--- src/rtl/vrail_pkg.sv ---
package vrail_pkg;
    localparam int NCH = 2;   // channel 0 standby, channel 1 battery
    localparam int RW  = 8;   // register width

    typedef struct packed {
        logic [NCH-1:0] sts;   // sticky status
        logic [NCH-1:0] viol;  // violation seen at the latest strobe
    } vsts_state_t;
endpackage

--- src/rtl/vlim_cmp.sv ---
module vlim_cmp #(
    parameter int W = 8
) (
    input  logic [W-1:0] rd,
    input  logic [W-1:0] lo,
    input  logic [W-1:0] hi,
    output logic         viol
);
    logic below_d;
    logic above_d;

    always_comb begin
        below_d = (rd <= lo);
        above_d = (rd > hi);
        viol    = below_d | above_d;
    end
endmodule

--- src/rtl/vsts_core.sv ---
module vsts_core
    import vrail_pkg::*;
(
    input  logic           clk,
    input  logic           rst_n,
    input  logic           smp_valid,
    input  logic [NCH-1:0] viol_now,
    input  logic [NCH-1:0] ch_en,
    input  logic           wr,
    input  logic [NCH-1:0] wclr,
    output logic [NCH-1:0] sts
);
    vsts_state_t st_d, st_q;
    logic [NCH-1:0] active_d;
    logic [NCH-1:0] set_d;
    logic [NCH-1:0] clr_d;

    always_comb begin
        st_d     = st_q;
        active_d = smp_valid ? viol_now : st_q.viol;
        set_d    = '0;
        clr_d    = '0;
        if (smp_valid) begin
            st_d.viol = viol_now;
        end
        for (int i = 0; i < NCH; i++) begin
            set_d[i] = smp_valid & viol_now[i] & ch_en[i];
            clr_d[i] = wr & wclr[i] & ~active_d[i];
            if (!ch_en[i]) begin
                st_d.sts[i] = 1'b0;
            end else if (set_d[i]) begin
                st_d.sts[i] = 1'b1;
            end else if (clr_d[i]) begin
                st_d.sts[i] = 1'b0;
            end
        end
    end

    always_ff @(posedge clk or negedge rst_n) begin
        if (!rst_n) begin
            st_q <= '0;
        end else begin
            st_q <= st_d;
        end
    end

    assign sts = st_q.sts;
endmodule

--- src/rtl/vsts_readout.sv ---
module vsts_readout
    import vrail_pkg::*;
(
    input  logic [NCH-1:0] sts,
    input  logic           grp_en,
    input  logic           glb_en,
    output logic [RW-1:0]  rdata,
    output logic           irq
);
    localparam int PADW = RW - NCH;

    always_comb begin
        rdata = {{PADW{1'b0}}, sts};
        irq   = (|sts) & grp_en & glb_en;
    end
endmodule

--- src/rtl/vrail_irq_status.sv ---
module vrail_irq_status
    import vrail_pkg::*;
(
    input  logic           clk,
    input  logic           rst_n,
    input  logic           smp_valid,
    input  logic [7:0]     stby_rd,
    input  logic [7:0]     batt_rd,
    input  logic [7:0]     stby_lo,
    input  logic [7:0]     stby_hi,
    input  logic [7:0]     batt_lo,
    input  logic [7:0]     batt_hi,
    input  logic [1:0]     ch_en,
    input  logic           grp_en,
    input  logic           glb_en,
    input  logic           reg_wr,
    input  logic [7:0]     reg_wdata,
    output logic [7:0]     reg_rdata,
    output logic           irq
);
    localparam int DW = 8;

    logic [NCH-1:0][DW-1:0] rd_a;
    logic [NCH-1:0][DW-1:0] lo_a;
    logic [NCH-1:0][DW-1:0] hi_a;
    logic [NCH-1:0]         viol_now;
    logic [NCH-1:0]         sts;
    logic                   wdata_unused;

    assign rd_a         = {batt_rd, stby_rd};
    assign lo_a         = {batt_lo, stby_lo};
    assign hi_a         = {batt_hi, stby_hi};
    assign wdata_unused = ^reg_wdata[RW-1:NCH];

    for (genvar g = 0; g < NCH; g++) begin : g_cmp
        vlim_cmp #(.W(DW)) cmp_i (
            .rd   (rd_a[g]),
            .lo   (lo_a[g]),
            .hi   (hi_a[g]),
            .viol (viol_now[g])
        );
    end

    vsts_core core_i (
        .clk       (clk),
        .rst_n     (rst_n),
        .smp_valid (smp_valid),
        .viol_now  (viol_now),
        .ch_en     (ch_en),
        .wr        (reg_wr),
        .wclr      (reg_wdata[NCH-1:0]),
        .sts       (sts)
    );

    vsts_readout out_i (
        .sts    (sts),
        .grp_en (grp_en),
        .glb_en (glb_en),
        .rdata  (reg_rdata),
        .irq    (irq)
    );
endmodule

--- config.mk ---
export PLATFORM = sky130hd
export DESIGN_NAME = vrail_irq_status
export DESIGN_NICKNAME = d
export VERILOG_FILES = /design/src/rtl/vrail_pkg.sv /design/src/rtl/vlim_cmp.sv /design/src/rtl/vsts_core.sv /design/src/rtl/vsts_readout.sv /design/src/rtl/vrail_irq_status.sv
export SDC_FILE = /design/constraint.sdc
export NUM_CORES = 1
export LEC_CHECK = 0
export ABC_AREA = 1
export ABC_CLOCK_PERIOD_IN_PS = 1500
export BUFFER_PORTS_ARGS = -buffer_cell sky130_fd_sc_hd__buf_4
export CORE_ASPECT_RATIO = 1.1
export CORE_MARGIN = 1.5
export CORE_UTILIZATION = 46
export CTS_CLUSTER_SIZE = 40
export DETAILED_ROUTE_END_ITERATION = 16
export PLACE_DENSITY_LB_ADDON = 0.25
export SYNTH_ARGS = -nofsm -noshare
export SYNTH_HDL_FRONTEND = slang
export SYNTH_SLANG_ARGS = --single-unit
--- constraint.sdc ---
create_clock -name clk -period 1.5 [get_ports clk]
set_input_delay 0.3 -clock clk [delete_from_list [all_inputs] [get_ports clk]]
set_output_delay 0.3 -clock clk [all_outputs]
set_load 0.01 [all_outputs]
**Word level (Yosys, flattened, before mapping)**

Index checks and enable logic that the tools add are counted.

- Bits in registers: 4
- Input port bits: 64
- Output and inout bits: 9
- Word-level logic and storage cells: 31

- Order comparisons: 4
- Equal/unequal tests: 2
- Mux-type cells: 7
- Bitwise logic cells: 14
- Reduce and logical (&&, ||, !) cells: 1

Operators with widths:

| kind | count |
|---|---|
| $gt 8x8->1 | 2 |
| $le 8x8->1 | 2 |
| $and 1x1->1 | 10 |
| $mux 1 | 6 |
| $ne 3x1->1 const B | 2 |
| $mux 2 | 1 |
| $not 1->1 | 2 |
| $or 1x1->1 | 2 |
| $reduce_or 2->1 | 1 |

**Depth between registers and ports, before layout**

Gate-level depths: netlist (run 1).

- Depth after elaboration: 8
- Gate-level depth with buffers: 13
- Depth with buffers taken out: 13

**By module**

From an unflattened synthesis (run 1), not the netlist that was laid out.

- Cells, all modules: 179
- Area total of the unflattened synthesis: 1129.8 um^2

Modules (own cells, without submodules):

| module | instances | cells each | area each (um^2) | seq. area each (um^2) |
|---|---|---|---|---|
| vlim_cmp | 2 | 71 | 429.2 | 0.0 |
| vsts_core | 1 | 25 | 196.4 | 100.1 |
| vsts_readout | 1 | 12 | 75.1 | 0.0 |

**Worst setup path before layout (run 1)**

No wires, ideal clock.

- Path kind: input port to flip-flop
- From: input port stby_lo[7]
- To: register core_i.st_q[0] (netlist name)
- Setup time: 127 ps
- Arrival: 1130 ps
- Required time: 1373 ps
- Slack: 243 ps
- Stages on the path: 9
- Path buffers: 0
- Path through: inv_1 > ha_1 > nand2_1 > nor2_2 > nand2_1 > a21oi_1 > nand2_1 > nand2_1 > o21ai_0

- Longest elaborated chain between the ends: 3

Ends and longest elaborated chain:

| what | RTL line | source |
|---|---|---|
| start, declared | vrail_irq_status.sv:9 | `input logic [7:0] stby_lo,` |
| $le 8x8->1 | vlim_cmp.sv:13 | `below_d = (rd <= lo);` |
| $or 1x1->1 | vlim_cmp.sv:15 | `viol = below_d \| above_d;` |
| $mux 2 | - |  |
| named net core_i.active_d[0] | vsts_core.sv:14 | `logic [NCH-1:0] active_d;` |
| end signal, assigned | vsts_core.sv:43 | `st_q <= st_d;` |
| end, declared | vsts_core.sv:13 | `vsts_state_t st_d, st_q;` |

The timed path passes the listed nets, and every way through them passes these cells.
A chain may end at the register's enable or synchronous reset.

**Final worst setup path (run 1)**

- From: register core_i.st_q, in the netlist core_i.sts[1]
- To: output port irq

- Longest elaborated chain between the ends: 3

Ends and longest elaborated chain:

| what | RTL line | source |
|---|---|---|
| $reduce_or 2->1 | vsts_readout.sv:14 | `irq = (\|sts) & grp_en & glb_en;` |
| $and 1x1->1 (2 in series) | vsts_readout.sv:14 |  |
| end, declared | vrail_irq_status.sv:19 | `output logic irq` |

No other way between the ends.

==> results.yml, run 1 <==
run_status:
  status: "finished clean"
route:
  first_pass_iters: 3
  drt_wl_total_mm: 2.188
  drc: 0
  routed_via_density: 4.361
  vias: 1147
  drtIter0Drc: 3
  wire_per_inst_um: 8.319
  ant_nets: 0
place:
  port_buffers: 60
  pre_cts_ws_ns: 0.01269
  place.gp.congestion: 0.7232
  hpwl_mm: 2.031
clock_tree:
  cts_max_level: 1
  cts.sinks: 4
  cts_root_buffer: "clkbuf_4"
  cts_tree: "yes"
  clk_path_buf_depth: 2
  clkTransAtPathRegs_ns: 0.04
  clock_latency_ns: 0.24
  post_cts_buffers: 0
  numCtsBuffers: 3
setup_path:
  crit_path_top_delay_cell: "dfrtp_1"
  worst-path-stages: 2
  path_cells: "o211a_1, buf_4"
  cp_max_fo: 3
  critPathRequiredTime_ns: 1.20
  ff2ff_path_depth: 4
  path_class: "flip-flop to primary output"
  startpoint_type: "flip-flop"
  crit_buf_inv: 1
  slowest_delay_ns: 0.38
  cpLargestDelayFamily: "flip-flops"
  cp-end-kind: "primary output"
  worstPathArrival_ns: 0.99
power:
  power_leakage_uw: 0.001044
  power.density_nw_per_um2: 400.9
  vdd_drop_max_uv: 351.1
floorplanning:
  ioPinCount: 73
  initial_core_util_pct: 49.11
  die_h_um: 54.43
  core_region_area_um2: 2252
  dieArea_um2: 2708
  die_x_um: 49.76
  rows: 18
global_routing:
  antenna_found_initial: 0
  grt_pass1_vias: 1010
  grt_max_degree: 7
  track_usage_pct: 17.81
  grt.overflow.total: 0
  grt_pass1_wl_mm: 3.815
yosys:
  synth.area.top_cells: "ha_1, inv_1, nand2_1, dfrtp_1, a21oi_1"
  synth_top_area_share_pct: 36.20
  yosys_warnings: 0
  syn_avg_cell_area_um2: 6.431
  ys_types: 17
  synthCells: 172
  yosysTopAreaCell: "ha_1"
  syn_area_um2: 1106
  ys_seq_area_share_pct: 9.050
  ys_ff_latch: 4
hold_path:
  min_path_type: "input port to flip-flop"
  hold_depth: 2
finish:
  finalNetCount: 331
  mostFrequentLayoutCells: "buf_4, inv_1, nand2_1, ha_1, a21oi_1"
  fillCellCount: 226
  syn_to_final_growth_pct: 43.33
  layout_commonest_cell: "buf_4"
  multi_input_area_um2: 792.0
  seqCellArea_um2: 100.1
  n_antenna_cell: 0
  drive_gt1_share_pct: 29.18
sta:
  fmax_mhz: 775.4
  final_hold_viol_count: 0
  report.final.slew_viol_count: 0
  tns_ns: 0
  post-route-min-period_ns: 1.290
  min_period_over_period_pct: 85.98
  finalWorstSetupSlack_ns: 0.2103
  setup_violations: 0
  finClkSkew_ns: 0.00003700
  rsz0062_at_grt: "false"
job:
  drv_cap: 0
==> report_power, final <==
part           total, uW  internal (uW)  switching, uW
combinational        370            202            167
sequential           126            121           5.67
clock                139           89.8           49.3
==> cells by family after synthesis <==
family,share of synthesized area [%]
fa+ha+maj,36.20
other cells,0.3390
buf+inv,21.04
flops,9.050
compound gates,12.56
simple gates,20.81
==> cell usage after synthesis <==
cell type / n
a21o_1: 1
a21o_2: 1
a21oi_1: 12
a21oi_2: 2
buf_4: 8
conb_1: 1
dfrtp_1: 4
ha_1: 32
inv_1: 46
nand2_1: 42
nand3_1: 2
nand4_1: 2
nor2_1: 10
nor2_2: 2
o211a_1: 1
o21a_1: 2
o21ai_0: 4
==> state kept, by name, indices dropped and copies added (netlist names) <==
register     flops
core_i.sts       2
core_i.st_q      2
==> layout make-up <==
cell class / count / area share [%]
repair buffers: 61 / 29.05
multi-input cells: 119 / 49.96
inverters: 46 / 10.89
clock buffers: 3 / 1.421
flip-flops and latches: 4 / 6.314
well taps: 30 / 2.368
==> through the flow <==
step | util, % | cells | hold WS [ns] | area (um2) | power (uW)
floorplan | - | 177 | 0.004409 | 1125 | 346.5
global placement | 68.94 | 259 | 0.09981 | 1553 | 493.0
detailed placement | 68.94 | 259 | 0.1001 | 1553 | 500.8
CTS | 70.39 | 263 | 0.2716 | 1585 | 648.6
global route | 70.39 | 263 | 0.2840 | 1585 | 721.9
finish | 70.39 | 263 | 0.2768 | 1585 | 635.5
==> layer usage <==
| layer | share of wire (%) | vias to the layer above | GRT usage (%) | wire length [um] |
|---|---|---|---|---|
| met5 | 0 | - | 0 | 0 |
| met4 | 0 | 0 | 1.389 | 0 |
| met3 | 6.0 | 0 | 4.372 | 132 |
| met2 | 51 | 36 | 34.67 | 1123 |
| met1 | 43 | 467 | 20.66 | 932 |
| li1 | - | 644 | - | - |
==> final timing paths <==
check / slack [ns] / endpoint / startpoint
max in group asynchronous: 1.00 / core_i.sts[1] / rst_n
min: 0.28 / core_i.st_q[0] / smp_valid
min reg2reg: 0.52 / core_i.st_q[1] / core_i.st_q[1]
min in group asynchronous: 0.39 / core_i.sts[0] / rst_n
max reg2reg: 0.65 / core_i.sts[1] / core_i.st_q[1]
max: 0.21 / irq / core_i.sts[1]
==> repair_timing <==
action / CTS / global route
resized for setup: 0 / 0
hold buffers: 1 / 0
endpoints found under the hold margin: 4 / 0
Note: power is estimated with default switching activity, not from simulation.
==> run 2, diff against run 1 <==
--- a/config.mk
+++ b/config.mk
@@ -8,8 +8,9 @@
 export ABC_AREA = 1
 export ABC_CLOCK_PERIOD_IN_PS = 1500
-export BUFFER_PORTS_ARGS = -buffer_cell sky130_fd_sc_hd__buf_4
+export BUFFER_PORTS_ARGS = -buffer_cell sky130_fd_sc_hd__clkbuf_2
 export CORE_ASPECT_RATIO = 1.1
 export CORE_MARGIN = 1.5
 export CORE_UTILIZATION = 46
+export CTS_CLUSTER_DIAMETER = 40
 export CTS_CLUSTER_SIZE = 40
 export DETAILED_ROUTE_END_ITERATION = 16
==> constraint.sdc (replaced) <==
create_clock -name clk -period 1.5 [get_ports clk]
set_input_delay 0.075 -clock clk [delete_from_list [all_inputs] [get_ports clk]]
set_output_delay 0.075 -clock clk [all_outputs]
set_load 0.01 [all_outputs]
==> run 2 against run 1 <==
Net effect: core utilization is 6.7 points lower; wire length is 6.9% lower; global-route usage is 1.7 points lower; count of clock-buffer cells in the layout stayed put; hold slack worse by 0.24 ns; critical endpoint unchanged.
==> results.yml, run 2 (synthesis results as in run 1) <==
finish:
  mostFrequentLayoutCells: "clkbuf_2, inv_1, nand2_1, ha_1, a21oi_1"
  fillCellCount: 254
  drive_gt1_share_pct: 29.18
  layout_commonest_cell: "clkbuf_2"
  n_antenna_cell: 0
  finalNetCount: 331
  syn_to_final_growth_pct: 29.75
floorplanning:
  ioPinCount: 73
  core_region_area_um2: 2252
  die_h_um: 54.43
  die_x_um: 49.76
  rows: 18
  dieArea_um2: 2708
  initial_core_util_pct: 49.11
power:
  sw_frac_of_total_pct: 37.15
  comb_power_share_pct: 55.1
  netSwitchingPower_uw: 217.9
  pwr-share-seq_pct: 21.8
  vdd_drop_max_uv: 333.2
  power_uw: 586.6
  power.density_nw_per_um2: 408.8
  power_leakage_uw: 0.001004
  clkPwrFrac_pct: 23.1
  p_int_uw: 368.7
sta:
  setup_violations: 0
  post-route-min-period_ns: 1.043
  holdWs_ns: 0.03849
  rsz0062_at_grt: "false"
  tns_ns: 0
  finClkSkew_ns: 0.00009517
  min_period_over_period_pct: 69.56
  fmax_mhz: 958.4
  final_hold_viol_count: 0
  report.final.slew_viol_count: 0
route:
  vias: 1160
  first_pass_iters: 4
  drc: 0
  drtIter0Drc: 4
  routed_via_density: 4.411
  wire_per_inst_um: 7.741
  ant_nets: 0
  drt_wl_total_mm: 2.036
clock_tree:
  post_cts_buffers: 0
  clkTransAtPathRegs_ns: 0.04
  clk_path_buf_depth: 2
  postCtsHoldBufs: 1
  numCtsBuffers: 3
  clock_latency_ns: 0.24
  cts.sinks: 4
  cts_tree: "yes"
  cts_resized: 0
  cts_root_buffer: "clkbuf_4"
  cts_max_level: 1
place:
  hpwl_mm: 1.905
  port_buffers: 60
  place.gp.congestion: 0.6923
setup_path:
  slowest_delay_ns: 0.39
  cp_max_fo: 3
  crit_path_top_delay_cell: "dfrtp_1"
  cp-end-kind: "primary output"
  path_cells: "o211a_1, clkbuf_2"
  path_class: "flip-flop to primary output"
  ff2ff_path_depth: 4
  critPathRequiredTime_ns: 1.42
  worstPathArrival_ns: 0.97
  startpoint_type: "flip-flop"
hold_path:
  min_path_type: "input port to flip-flop"
  hold_depth: 3
global_routing:
  track_usage_pct: 16.15
  grt_pass1_vias: 988
  grt_max_degree: 7
  grt.overflow.total: 0
  grt_pass1_wl_mm: 3.429
  antenna_found_initial: 0
job:
  drv_cap: 0
run_status:
  status: "finished clean"
[run 2: changes by cell type in the layout (fill, tap and decap cells not counted)]
cell / previous run / this run
clkbuf_2: 0 / 60
buf_4: 60 / 0
[run 2: stage by stage]
step                utilization (%)  std cells  instance area (um2)  worst slack (ns)
detailed placement            62.28        259                 1403            0.2256
global placement              62.28        259                 1403            0.2572
CTS                           63.72        263                 1435            0.4505
global route                  63.72        263                 1435            0.3732
finish                        63.72        263                 1435            0.4566
floorplan                         -        177                 1125            0.4676
[run 2: area by class of cell]
class | instances | area (um2) | share of cell area, %
Timing Repair Buffer | 61 | 310.3 | 21.62
Clock buffer | 3 | 22.52 | 1.569
Multi-Input combinational cell | 119 | 792.0 | 55.19
Sequential cell | 4 | 100.1 | 6.975
Tap cell | 30 | 37.54 | 2.616
Inverter | 46 | 172.7 | 12.03
[run 2: power groups by stage]
stage | Combinational [uW] | Clock (uW) | Sequential, uW
2_1_floorplan | 220 | 0 | 126
3_3_place_gp | 321 | 0 | 128
5_1_grt | 387 | 148 | 129
3_5_place_dp | 325 | 0 | 129
6_report | 323 | 136 | 128
4_1_cts | 330 | 144 | 127
[run 2: final timing paths]
check	from	end	slack (ns)
setup / recovery	core_i.sts[1]	irq	0.46
hold / removal	ch_en[0]	core_i.sts[0]	0.04
setup reg to reg	core_i.st_q[1]	core_i.sts[1]	0.65
hold reg to reg	core_i.st_q[1]	core_i.st_q[1]	0.53
max in group asynchronous	rst_n	core_i.st_q[1]	1.19
min in group asynchronous	rst_n	core_i.sts[0]	0.18
[run 2: layer usage]
metal | wire [um] | vias to the layer above | track usage (%)
met1 | 820 | 479 | 16.23
met5 | 0 | - | 0
met2 | 1079 | 39 | 33.33
li1 | - | 642 | -
met4 | 0 | 0 | 4.167
met3 | 136 | 0 | 4.098
[run 2: critical path, delay by kind of cell, from the launching register on]
family	cells	cell delay (ns)
AOI/OAI and AO/OA	1	0.23
buffers and inverters	1	0.12
DFF	1	0.39
==> run 3, diff against run 2 <==
Settings changed: ABC_CLOCK_PERIOD_IN_PS 1500 to 1010, CORE_UTILIZATION 46 to 42.
Clock period 1.5 ns to 1.01 ns, I/O delays scaled along.
==> run 3 against run 2 <==
Net effect: critical path depth did not move; combinational power up 110%; die area is 9.0% higher; sequential share of layout area decreased by 1.2 points; clock power is 40% higher; sequential cell count is the same; highest routed layer is now met4.
==> results.yml, run 3 (synthesis results as in run 1) <==
sta:
  finalWorstSetupSlack_ns: 0.02423
  report.final.slew_viol_count: 0
  tns_ns: 0
  rsz0062_at_grt: "true"
  final_hold_viol_count: 0
  fmax_mhz: 1014
  post-route-min-period_ns: 0.9858
  min_period_over_period_pct: 97.60
  holdWs_ns: 0.02336
  finClkSkew_ns: 0.00005958
  setup_violations: 0
place:
  place.gp.congestion: 0.7502
  hpwl_mm: 1.917
  pre_cts_ws_ns: -0.2087
  post-place-cells: 263
  port_buffers: 60
clock_tree:
  cts_max_level: 1
  cts.sinks: 4
  clkTransAtPathRegs_ns: 0.04
  cts_tree: "yes"
  cts_root_buffer: "clkbuf_4"
  clock_latency_ns: 0.23
  numCtsBuffers: 3
  clk_path_buf_depth: 2
setup_path:
  worst-path-stages: 2
  crit_buf_inv: 1
  crit_path_top_delay_cell: "dfrtp_1"
  slowest_delay_ns: 0.37
  path_class: "flip-flop to primary output"
  cp_max_fo: 2
  cpLargestDelayFamily: "flip-flops"
  path_cells: "o211a_1, clkbuf_2"
  startpoint_type: "flip-flop"
  worstPathArrival_ns: 0.94
  ff2ff_path_depth: 4
  critPathRequiredTime_ns: 0.96
  cp-end-kind: "primary output"
finish:
  instances_no_fill: 268
  finalNetCount: 335
  drive_gt1_share_pct: 49.37
  n_antenna_cell: 0
  mostFrequentLayoutCells: "clkbuf_2, inv_1, nand2_1, ha_1, ha_4"
  syn_to_final_growth_pct: 57.35
  layout_commonest_cell: "clkbuf_2"
power:
  power_leakage_uw: 0.001028
  vdd_drop_max_uv: 564.6
  power.density_nw_per_um2: 611.3
floorplanning:
  die_x_um: 51.93
  dieArea_um2: 2951
  ioPinCount: 73
  rows: 19
  die_h_um: 56.82
  core_region_area_um2: 2496
  initial_core_util_pct: 44.31
global_routing:
  grt_pass1_wl_mm: 3.601
  grt.overflow.total: 0
  grt_max_degree: 7
  antenna_found_initial: 0
  grt_pass1_vias: 1025
  track_usage_pct: 15.31
route:
  first_pass_iters: 4
  ant_nets: 0
  drtIter0Drc: 15
  routed_via_density: 4.433
  vias: 1188
  drc: 0
  drt_wl_total_mm: 2.524
  wire_per_inst_um: 9.418
job:
  drv_cap: 0
hold_path:
  min_path_type: "input port to flip-flop"
  hold_depth: 3
run_status:
  status: "finished clean"
## run 3: cell count changes in the layout (fill, tap and decap cells not counted), sizes merged
| cell | before | now |
|---|---|---|
| buf | 0 | 8 |
| clkbuf | 63 | 59 |
## run 3: per-stage QoR
step / instance area [um2] / util (%) / power, uW
6_report: 1740 / 69.72 / 1064
5_1_grt: 1740 / 69.72 / 1183
4_1_cts: 1466 / 58.75 / 904.5
3_5_place_dp: 1426 / 57.14 / 690.7
3_3_place_gp: 1426 / 57.14 / 686.9
2_1_floorplan: 1125 / - / 514.7
## run 3: layer usage
layer / global-route usage (%) / wire, um / vias to the layer above
li1: - / - / 649
met1: 17.80 / 1003 / 498
met2: 27.85 / 1343 / 37
met3: 1.862 / 136 / 4
met4: 5.263 / 40 / 0
met5: 0 / 0 / -
## run 3: path summary, 6_finish.rpt
check | startpoint | to | slack, ns
setup / recovery | core_i.sts[1] | irq | 0.02
hold / removal | ch_en[1] | core_i.sts[1] | 0.02
setup reg to reg | core_i.st_q[1] | core_i.sts[1] | 0.15
hold reg to reg | core_i.st_q[1] | core_i.st_q[1] | 0.50
max in group asynchronous | rst_n | core_i.st_q[0] | 0.71
min in group asynchronous | rst_n | core_i.st_q[1] | 0.17
## run 3: layout make-up
cell class	count	area, um2
clock buffers	3	22.52
inverters	46	172.7
repair buffers	65	357.8
well taps	31	38.79
multi-input cells	119	1049
fillers	235	755.7
flip-flops and latches	4	100.1
## run 3: power breakdown
group | switching [uW] | leakage (uW) | internal (uW)
sequential | 6.93 | 0.0000485 | 179
clock | 58.7 | 0.0000138 | 132
combinational | 341 | 0.000966 | 346
## run 3: worst register-to-register path, cell delays in order, from the launching register on
cell	delay, ns
dfrtp_1	0.35
inv_1	0.07
nor2_1	0.04
o21ai_0	0.20
a21oi_2	0.07
## run 3: repair_timing
item,4_1_cts,5_1_grt
endpoints found under the hold margin,4,0
pin swaps,0,18
resized for setup,0,57
endpoints found under the setup margin,1,5
hold buffers,1,0
setup buffers,1,0
